## src/rtl/brsp_pkg.sv

```systemverilog
// Shared types of the burst memory responder.
// Assumes: nothing beyond the compilation order (this file first).
package brsp_pkg;

    // Order in which a read burst visits addresses.
    typedef enum logic {
        BRSP_LINEAR = 1'b0,
        BRSP_WRAP   = 1'b1
    } brsp_mode_e;

endpackage

```

## src/rtl/brsp_stall_gen.sv

```systemverilog
// Pseudo-random go/stall generator.
// A Fibonacci LFSR advances every cycle. Two disjoint RAND_W-bit windows of it
// give independent permissions for command acceptance and beat delivery.
// Each permission is granted when its window is below PASS_LIMIT, or always
// when stalling is disabled.
// Assumes: LFSR_W >= 2*RAND_W, a maximal tap mask and a non-zero seed.
module brsp_stall_gen #(
    parameter int unsigned             LFSR_W     = 16,
    parameter int unsigned             RAND_W     = 7,
    parameter int unsigned             PASS_LIMIT = 100,
    parameter logic [LFSR_W-1:0]       TAPS       = 'hB400,
    parameter logic [LFSR_W-1:0]       SEED       = 'hACE1
) (
    input  logic clk,
    input  logic rst_n,
    input  logic enable,
    output logic cmd_go,
    output logic rsp_go
);
    logic [LFSR_W-1:0] state_q;
    logic              fb;

    assign fb = ^(state_q & TAPS);

    // Advance the LFSR each cycle; restart from the seed on reset.
    always_ff @(posedge clk) begin
        if (!rst_n) state_q <= SEED;
        else        state_q <= {state_q[LFSR_W-2:0], fb};
    end

    // Grant each permission from its own window of the state.
    always_comb begin
        cmd_go = !enable || (state_q[RAND_W-1:0] < RAND_W'(PASS_LIMIT));
        rsp_go = !enable || (state_q[2*RAND_W-1:RAND_W] < RAND_W'(PASS_LIMIT));
    end

    // a zero state would freeze the stall pattern.
    assert_lfsr_live_R8: assert property (@(posedge clk) disable iff (!rst_n)
        state_q != '0);

endmodule

```

## src/rtl/brsp_cmd_queue.sv

```systemverilog
// Circular queue of outstanding read bursts.
// Entries are written at the tail. The head entry can be rewritten in place,
// so the reader counts down the beats and moves the beat address there.
// Popping the head takes priority over rewriting it.
// Assumes: push is never requested while full.
module brsp_cmd_queue #(
    parameter int unsigned W     = 12,
    parameter int unsigned DEPTH = 4
) (
    input  logic         clk,
    input  logic         rst_n,
    input  logic         push,
    input  logic [W-1:0] push_data,
    input  logic         upd,
    input  logic [W-1:0] upd_data,
    input  logic         pop,
    output logic [W-1:0] head,
    output logic         empty,
    output logic         full
);
    localparam int unsigned PTR_W = (DEPTH > 1) ? $clog2(DEPTH) : 1;
    localparam int unsigned CNT_W = $clog2(DEPTH + 1);

    logic [W-1:0]     slots_q [DEPTH];
    logic [PTR_W-1:0] wr_ptr_q, rd_ptr_q;
    logic [CNT_W-1:0] cnt_q;

    // Step a pointer with wrap at DEPTH.
    function automatic logic [PTR_W-1:0] bump(input logic [PTR_W-1:0] p);
        return (p == PTR_W'(DEPTH - 1)) ? '0 : p + PTR_W'(1);
    endfunction

    assign head  = slots_q[rd_ptr_q];
    assign empty = (cnt_q == '0);
    assign full  = (cnt_q == CNT_W'(DEPTH));

    // Store a new tail entry and the rewritten head entry.
    always_ff @(posedge clk) begin
        if (push)        slots_q[wr_ptr_q] <= push_data;
        if (upd && !pop) slots_q[rd_ptr_q] <= upd_data;
    end

    // Maintain pointers and occupancy.
    always_ff @(posedge clk) begin
        if (!rst_n) begin
            wr_ptr_q <= '0;
            rd_ptr_q <= '0;
            cnt_q    <= '0;
        end else begin
            if (push) wr_ptr_q <= bump(wr_ptr_q);
            if (pop)  rd_ptr_q <= bump(rd_ptr_q);
            case ({push, pop})
                2'b10:   cnt_q <= cnt_q + CNT_W'(1);
                2'b01:   cnt_q <= cnt_q - CNT_W'(1);
                default: cnt_q <= cnt_q;
            endcase
        end
    end

    // no entry is pushed into a full queue.
    assert_no_overflow_R9: assert property (@(posedge clk) disable iff (!rst_n)
        push |-> !full);

    // beats are only consumed from a non-empty queue.
    assert_no_underflow_R3: assert property (@(posedge clk) disable iff (!rst_n)
        (pop || upd) |-> !empty);

endmodule

```

## src/rtl/brsp_mem_array.sv

```systemverilog
// Word array with one byte-enabled write port and one combinational read port.
// Built as one byte-wide array per lane, so each enable drives its own storage.
// Assumes: contents are undefined until written (no reset of storage).
module brsp_mem_array #(
    parameter int unsigned DATA_W = 32,
    parameter int unsigned IDX_W  = 6
) (
    input  logic                clk,
    input  logic                we,
    input  logic [IDX_W-1:0]    widx,
    input  logic [DATA_W/8-1:0] be,
    input  logic [DATA_W-1:0]   wdata,
    input  logic [IDX_W-1:0]    ridx,
    output logic [DATA_W-1:0]   rdata
);
    localparam int unsigned LANES = DATA_W / 8;
    localparam int unsigned WORDS = 1 << IDX_W;

    for (genvar b = 0; b < LANES; b++) begin : g_lane
        logic [7:0] lane_q [WORDS];

        // Write this lane when its byte enable is set.
        always_ff @(posedge clk) begin
            if (we && be[b]) lane_q[widx] <= wdata[b*8 +: 8];
        end

        assign rdata[b*8 +: 8] = lane_q[ridx];
    end

endmodule

```

## src/rtl/brsp_burst_responder.sv

```systemverilog
// Burst memory responder: slave with not-wait-request handshake and a word array.
// Writes land in the array as they are accepted, stepping linearly within a burst.
// Reads are queued and answered one registered beat per cycle, in wrapping or
// linear order as chosen by mode_wrap. stall_en adds pseudo-random back-pressure.
// Assumes: the master never raises read and write together, never sends a
// zero burst count, aligns wrapping reads, and keeps mode_wrap steady while
// reads are outstanding.
module brsp_burst_responder #(
    parameter int unsigned ADDR_W     = 8,
    parameter int unsigned DATA_W     = 32,
    parameter int unsigned BURST_W    = 4,
    parameter int unsigned QDEPTH     = 4,
    parameter int unsigned LINE_BYTES = 32,
    parameter int unsigned RAND_W     = 7,
    parameter int unsigned PASS_LIMIT = 100,
    parameter int unsigned LFSR_W     = 16
) (
    input  logic                clk,
    input  logic                rst_n,
    input  logic                mode_wrap,
    input  logic                stall_en,
    input  logic                read,
    input  logic                write,
    input  logic [ADDR_W-1:0]   address,
    input  logic [BURST_W-1:0]  burst_count,
    input  logic [DATA_W/8-1:0] byte_en,
    input  logic [DATA_W-1:0]   wdata,
    output logic                ready,
    output logic                rdata_valid,
    output logic [DATA_W-1:0]   rdata
);
    import brsp_pkg::*;

    localparam int unsigned BE_W    = DATA_W / 8;
    localparam int unsigned BYTE_SH = $clog2(BE_W);
    localparam int unsigned IDX_W   = ADDR_W - BYTE_SH;
    localparam int unsigned ENT_W   = ADDR_W + BURST_W;
    localparam int unsigned LINE_SH = $clog2(LINE_BYTES);
    localparam int unsigned OWED_W  = BURST_W + $clog2(QDEPTH + 1) + 1;
    localparam logic [ADDR_W-1:0] LINE_M = ADDR_W'(LINE_BYTES - 1);
    localparam logic [ADDR_W-1:0] STEP   = ADDR_W'(BE_W);

    brsp_mode_e         mode;
    logic               cmd_go, rsp_go;
    logic               q_full, q_empty, beat_go, beat_pop;
    logic               acc_rd, acc_wr;
    logic [ENT_W-1:0]   head, upd_ent;
    logic [ADDR_W-1:0]  h_addr, lin_next, wrap_next;
    logic [BURST_W-1:0] h_left;
    logic [DATA_W-1:0]  mem_rd;

    logic [BURST_W-1:0] wr_beat_q, wr_len_q, wr_len;
    logic [IDX_W-1:0]   wr_base_q, wr_base, wr_idx;
    logic               wr_first, wr_last;
    logic               rdata_valid_q;
    logic [DATA_W-1:0]  rdata_q;

    assign mode = brsp_mode_e'(mode_wrap);

    brsp_stall_gen #(
        .LFSR_W     (LFSR_W),
        .RAND_W     (RAND_W),
        .PASS_LIMIT (PASS_LIMIT)
    ) u_stall (
        .clk    (clk),
        .rst_n  (rst_n),
        .enable (stall_en),
        .cmd_go (cmd_go),
        .rsp_go (rsp_go)
    );

    // Command handshake: high in reset, low while full or stalled.
    always_comb begin
        ready  = !rst_n || (!q_full && cmd_go);
        acc_rd = rst_n && read && ready;
        acc_wr = rst_n && write && ready;
    end

    // Write burst addressing: the first beat supplies base and length.
    always_comb begin
        wr_first = (wr_beat_q == '0);
        wr_len   = wr_first ? burst_count : wr_len_q;
        wr_base  = wr_first ? address[ADDR_W-1:BYTE_SH] : wr_base_q;
        wr_idx   = wr_base + IDX_W'(wr_beat_q);
        wr_last  = ((wr_beat_q + BURST_W'(1)) == wr_len);
    end

    // Track the beat position inside the current write burst.
    always_ff @(posedge clk) begin
        if (!rst_n) begin
            wr_beat_q <= '0;
            wr_len_q  <= '0;
            wr_base_q <= '0;
        end else if (acc_wr) begin
            wr_beat_q <= wr_last ? '0 : wr_beat_q + BURST_W'(1);
            if (wr_first) begin
                wr_len_q  <= burst_count;
                wr_base_q <= address[ADDR_W-1:BYTE_SH];
            end
        end
    end

    brsp_cmd_queue #(
        .W     (ENT_W),
        .DEPTH (QDEPTH)
    ) u_queue (
        .clk       (clk),
        .rst_n     (rst_n),
        .push      (acc_rd),
        .push_data ({address, burst_count}),
        .upd       (beat_go),
        .upd_data  (upd_ent),
        .pop       (beat_pop),
        .head      (head),
        .empty     (q_empty),
        .full      (q_full)
    );

    // Beat issue from the queue head, with the next address by mode.
    always_comb begin
        h_addr    = head[ENT_W-1:BURST_W];
        h_left    = head[BURST_W-1:0];
        lin_next  = h_addr + STEP;
        wrap_next = (h_addr & ~LINE_M) | (lin_next & LINE_M);
        beat_go   = !q_empty && rsp_go;
        beat_pop  = beat_go && (h_left == BURST_W'(1));
        upd_ent   = {(mode == BRSP_WRAP) ? wrap_next : lin_next,
                     h_left - BURST_W'(1)};
    end

    brsp_mem_array #(
        .DATA_W (DATA_W),
        .IDX_W  (IDX_W)
    ) u_mem (
        .clk   (clk),
        .we    (acc_wr),
        .widx  (wr_idx),
        .be    (byte_en),
        .wdata (wdata),
        .ridx  (h_addr[ADDR_W-1:BYTE_SH]),
        .rdata (mem_rd)
    );

    // Register each issued beat onto the read data port.
    always_ff @(posedge clk) begin
        if (!rst_n) begin
            rdata_valid_q <= 1'b0;
            rdata_q       <= '0;
        end else begin
            rdata_valid_q <= beat_go;
            if (beat_go) rdata_q <= mem_rd;
        end
    end

    assign rdata_valid = rdata_valid_q;
    assign rdata       = rdata_q;

    // ---------------- assertions ----------------
    logic [OWED_W-1:0] owed_q;

    // Count beats promised to the master and not yet delivered.
    always_ff @(posedge clk) begin
        if (!rst_n) owed_q <= '0;
        else owed_q <= owed_q + (acc_rd ? OWED_W'(burst_count) : '0)
                              - OWED_W'(rdata_valid_q);
    end

    // commands are exclusive.
    assert_one_cmd_R1: assert property (@(posedge clk) disable iff (!rst_n)
        !(read && write));

    // no write beat advances the burst without a handshake.
    assert_write_hold_R1: assert property (@(posedge clk) disable iff (!rst_n)
        !(write && ready) |=> $stable(wr_beat_q));

    // burst counts are non-zero, and no beat appears that was not requested.
    assert_count_nonzero_R3: assert property (@(posedge clk) disable iff (!rst_n)
        (read && ready) |-> burst_count != '0);
    assert_beats_owed_R3: assert property (@(posedge clk) disable iff (!rst_n)
        rdata_valid |-> owed_q != '0);

    // a wrapping burst stays inside its line.
    assert_wrap_in_line_R4: assert property (@(posedge clk) disable iff (!rst_n)
        (beat_go && mode_wrap && h_left > BURST_W'(1)) |=>
        h_addr[ADDR_W-1:LINE_SH] == $past(h_addr[ADDR_W-1:LINE_SH]));

    // wrapping reads arrive word aligned.
    assert_fetch_aligned_R5: assert property (@(posedge clk) disable iff (!rst_n)
        (read && ready && mode_wrap) |-> address[BYTE_SH-1:0] == '0);

    // without stall injection the slave neither stalls nor withholds beats.
    assert_no_stall_cmd_R8: assert property (@(posedge clk) disable iff (!rst_n)
        (!stall_en && !q_full) |-> ready);
    assert_no_stall_rsp_R8: assert property (@(posedge clk) disable iff (!rst_n)
        (!stall_en && !q_empty) |=> rdata_valid);

    // a full queue holds off new commands.
    assert_full_blocks_R9: assert property (@(posedge clk) disable iff (!rst_n)
        q_full |-> !ready);

    // the burst order is fixed while reads are outstanding.
    assert_mode_steady_R10: assert property (@(posedge clk) disable iff (!rst_n)
        !q_empty |-> $stable(mode_wrap));

endmodule

```

## config.mk

```make
export PLATFORM = sky130hd
export DESIGN_NAME = brsp_burst_responder
export DESIGN_NICKNAME = d
export VERILOG_FILES = /design/src/rtl/brsp_pkg.sv /design/src/rtl/brsp_stall_gen.sv /design/src/rtl/brsp_cmd_queue.sv /design/src/rtl/brsp_mem_array.sv /design/src/rtl/brsp_burst_responder.sv
export SDC_FILE = /design/constraint.sdc
export NUM_CORES = 2
export LEC_CHECK = 0
export BUFFER_PORTS_ARGS = -buffer_cell sky130_fd_sc_hd__buf_2
export CAP_MARGIN = 0
export CORE_UTILIZATION = 40
export DETAILED_ROUTE_END_ITERATION = 8
export HOLD_SLACK_MARGIN = 0.06
export MAX_ROUTING_LAYER = met4
export PLACE_DENSITY = 0.62
export RECOVER_POWER = 100
export SYNTH_ARGS = -nofsm -noshare
export SYNTH_HDL_FRONTEND = slang
export SYNTH_SLANG_ARGS = --single-unit
```

## constraint.sdc

```tcl
create_clock -name clk -period 7.6 [get_ports clk]
set_clock_uncertainty 0.15 [all_clocks]
set_input_delay 0.76 -clock clk [delete_from_list [all_inputs] [get_ports clk]]
set_output_delay 0.76 -clock clk [all_outputs]
set_load 0.03 [all_outputs]
```

==> impl_metrics.py <==
metrics = {
    "run_status": {
        "outcome": "complete, but fails checks",
        "failed_checks": "max-capacitance violations, max-slew violations",
    },
    "place": {
        "dp.cells": 8193,
        "placed_cell_area_um2": 89700,
        "gp_congestion": 0.828,
        "place_hpwl_um": 126000,
        "pre_cts_ws_ps": 1700,
        "port_buffers": 85,
    },
    "routing": {
        "drtPass1Iterations": 5,
        "drc": 0,
        "vias": 49400,
        "viasPerCell": 5.76,
        "wl_per_cell_um": 26.3,
        "drt-total-wl_um": 225000,
        "final_antenna_net_count": 0,
        "drtIter0Drc": 5469,
    },
    "worst_setup_path": {
        "critPathRequiredTime_ps": 8210,
        "critPathLaunchType": "flop",
        "path_delay_family": "simple AND/OR/NAND/NOR gates",
        "ff2ff_setup_slack_ps": 930,
        "cpMaxStageDelayCell": "nand2_1",
        "critPathKind": "reg2reg",
        "crit_chain": "mux4_2 > nand2_1 > clkbuf_1 > o22ai_1 > o21ai_0 > nor3_1 > a31oi_1 > a31oi_1",
        "endpoint_kind": "flop",
        "path_max_fanout": 62,
        "path_buf_inv": 1,
        "arrival_ps": 7280,
        "cp_slowest_stage_delay_ps": 1860,
        "critPathMostFrequentCell": "a31oi_1",
    },
    "cells_and_area": {
        "register_area_um2": 64100,
        "final_area_um2": 95800,
        "areaGrowthSynthToFinish_pct": 11.1,
        "fillers": 18800,
        "post-route-util": 0.447,
        "drive_above_1_share": 0.0896,
        "final_cells": 8570,
        "multi_input_area_um2": 20200,
        "nNetsFinal": 5639,
    },
    "global_route": {
        "grt_pass1_vias": 48900,
        "overflow": 0,
        "grt.total_usage": 0.210,
        "grt_max_degree": 173,
        "grt_antenna_before_repair": 8,
        "grt_first_pass_wirelength_um": 328000,
    },
    "synthesis": {
        "synth.distinct_cells": 59,
        "synthArstFlopShare": 0,
        "synth_cells": 5535,
        "netlist_area_um2": 86200,
        "seq_area_frac_synth": 0.744,
        "synth-edff-count": 2088,
        "synth.net_count": 5611,
        "syn_avg_cell_area_um2": 15.6,
        "synthFlopType": "edfxtp_1",
        "synth-seq-cells": 2160,
        "synth_warnings": 0,
    },
    "power_and_ir_drop": {
        "powerDensity_nw_per_um2": 280,
        "ir_drop_mv": 0.212,
        "total_power_mw": 26.8,
        "p_leak_nw": 30.9,
    },
    "timing": {
        "hold_slack_ps": 134,
        "period_needed_ps": 6670,
        "max_slew_margin": -1.79,
        "clock.fmax_mhz": 150,
        "finalHoldViolCount": 0,
        "rsz0062_at_grt": "no",
        "post-route-period-util": 0.877,
        "setup_violations": 0,
        "maxSlewViolCount": 2427,
        "worstMarginPinSlew_ps": 4180,
        "finalSetupTns_ps": 0,
        "layout_setup_ws_ps": 933,
    },
    "floorplanning": {
        "rows": 170,
        "core_um2": 214000,
        "dieArea_um2": 217000,
        "die_y_um": 466,
        "initial_core_util": 0.402,
        "pin_count": 88,
        "die_x_um": 466,
    },
    "cts": {
        "cts-root-buf": "clkbuf_16",
        "cts_tree": "done",
        "clk_path_buf_depth": 3,
        "ctsResizeCount": 0,
        "clkLatencyLatePin_ps": 850,
        "cts_buffers": 202,
        "cts-htree-levels": 4,
        "path_clk_slew_ps": 60,
        "cts_sinks": 2160,
    },
    "run": {
        "cap_violations": 41,
    },
    "worst_hold_path": {
        "hold_path_class": "in2reg",
    },
}
[report_power, final]
group | internal [mW] | switching, mW | leakage, nW
combinational | 1.05 | 2.60 | 8.43
clock | 5.63 | 4.31 | 3.15
sequential | 13.2 | 0.0546 | 19.4
total | 19.9 | 6.96 | 30.9
[metal layers]
metal | track usage | up-vias | wire (um) | part of all wire
li1 | - | 21800 | - | -
met1 | 0.274 | 25200 | 92300 | 0.41
met2 | 0.335 | 2084 | 109000 | 0.49
met3 | 0.0302 | 352 | 16600 | 0.074
met4 | 0.0715 | 0 | 7050 | 0.031
met5 | - | - | 0 | 0
[sequential cells by signal (all words and copies together), names as in the netlist, named ones only]
name	cells
u_stall.state_q	16
rdata_valid	1
wr_base_q	6
rdata	32
u_queue.cnt_q	3
wr_beat_q	4
u_queue.slots_q	40
u_queue.rd_ptr_q	2
u_mem.g_lane.lane_q	2048
wr_len_q	4
u_queue.wr_ptr_q	2
[tightest hold or removal path, delay by kind of cell]
family          cells  cell delay [ps]
compound gates      1               60
simple gates        1               50
buf+inv             1              130
[Yosys cell counts, drive strengths merged, types with 4 or more instances]
library cell	number	area (um2)
a211o	27	236
a211oi	144	1080
a21boi	4	30.0
a21oi	95	475
a22oi	5	37.5
a311o	4	40.0
a311oi	100	876
a31oi	68	425
a32o	57	571
a32oi	119	1040
and2	14	87.6
and3	59	369
buf	177	1080
clkbuf	239	905
dfxtp	72	1440
edfxtp	2088	62700
ha	20	250
inv	18	67.6
mux2	23	259
mux2i	468	4680
mux4	73	1640
nand2	792	2970
nand2b	14	87.6
nand3	25	125
nand4	6	37.5
nor2	16	60.1
nor2b	120	751
nor3	321	1610
nor4	27	169
o211a	5	50.1
o21ai	157	786
o22ai	90	563
o31ai	4	30.0
or3	34	213
xnor2	12	105
xor2	10	87.6
[kinds of logic (layout without fill, tap and decap cells)]
family | Yosys count | after routing | share of synthesized area
AOI/OAI and AO/OA | 898 | 898 | 0.0743
and+or+nand+nor | 1435 | 1435 | 0.0758
other | 0 | 4 | 0
DFF | 2160 | 2160 | 0.744
buffers and inverters | 434 | 627 | 0.0239
xor gates and xnor gates | 22 | 22 | 0.00224
muxes | 564 | 564 | 0.0764
adders and majority gates | 22 | 22 | 0.00337
[cell type report]
class,count,area share
diodes,4,0.000104
repair buffers,240,0.0146
multi-input cells,2941,0.211
clock buffers,271,0.0570
clock inverters,98,0.0101
flip-flops and latches,2160,0.670
inverters,18,0.000784
well taps,2838,0.0371
[worst paths after layout]
kind                  startpoint                    end  cells past startpoint
max                         flop               rdata[2]                      8
min                   address[4]  u_queue.slots_q[1][8]                      3
max reg2reg                 flop               rdata[2]                      8
min reg2reg  u_stall.state_q[14]    u_stall.state_q[15]                      1
[cell usage in the layout (no fill, tap or decap), drive strengths merged, types with 6 or more instances in the layout]
cell type | netlist | layout
mux4 | 73 | 73
nand3 | 25 | 25
and2 | 14 | 14
and3 | 59 | 59
xnor2 | 12 | 12
mux2i | 468 | 468
o21ai | 157 | 157
or3 | 34 | 34
xor2 | 10 | 10
edfxtp | 2088 | 2088
a32o | 57 | 57
a21oi | 95 | 95
nand2 | 792 | 792
a211o | 27 | 27
nor2 | 16 | 16
o22ai | 90 | 90
mux2 | 23 | 23
clkbuf | 239 | 397
a211oi | 144 | 144
a311oi | 100 | 100
nor3 | 321 | 321
dfxtp | 72 | 72
a32oi | 119 | 119
inv | 18 | 23
nand4 | 6 | 6
clkinv | 0 | 73
nor2b | 120 | 120
ha | 20 | 20
a31oi | 68 | 68
buf | 177 | 110
nor4 | 27 | 27
nand2b | 14 | 14
bufinv | 0 | 18
[what timing repair did]
item	CTS	global route
hold endpoints to repair	4	0
setup buffers	0	0
hold buffers	4	0
(Power assumes the default switching activity.)
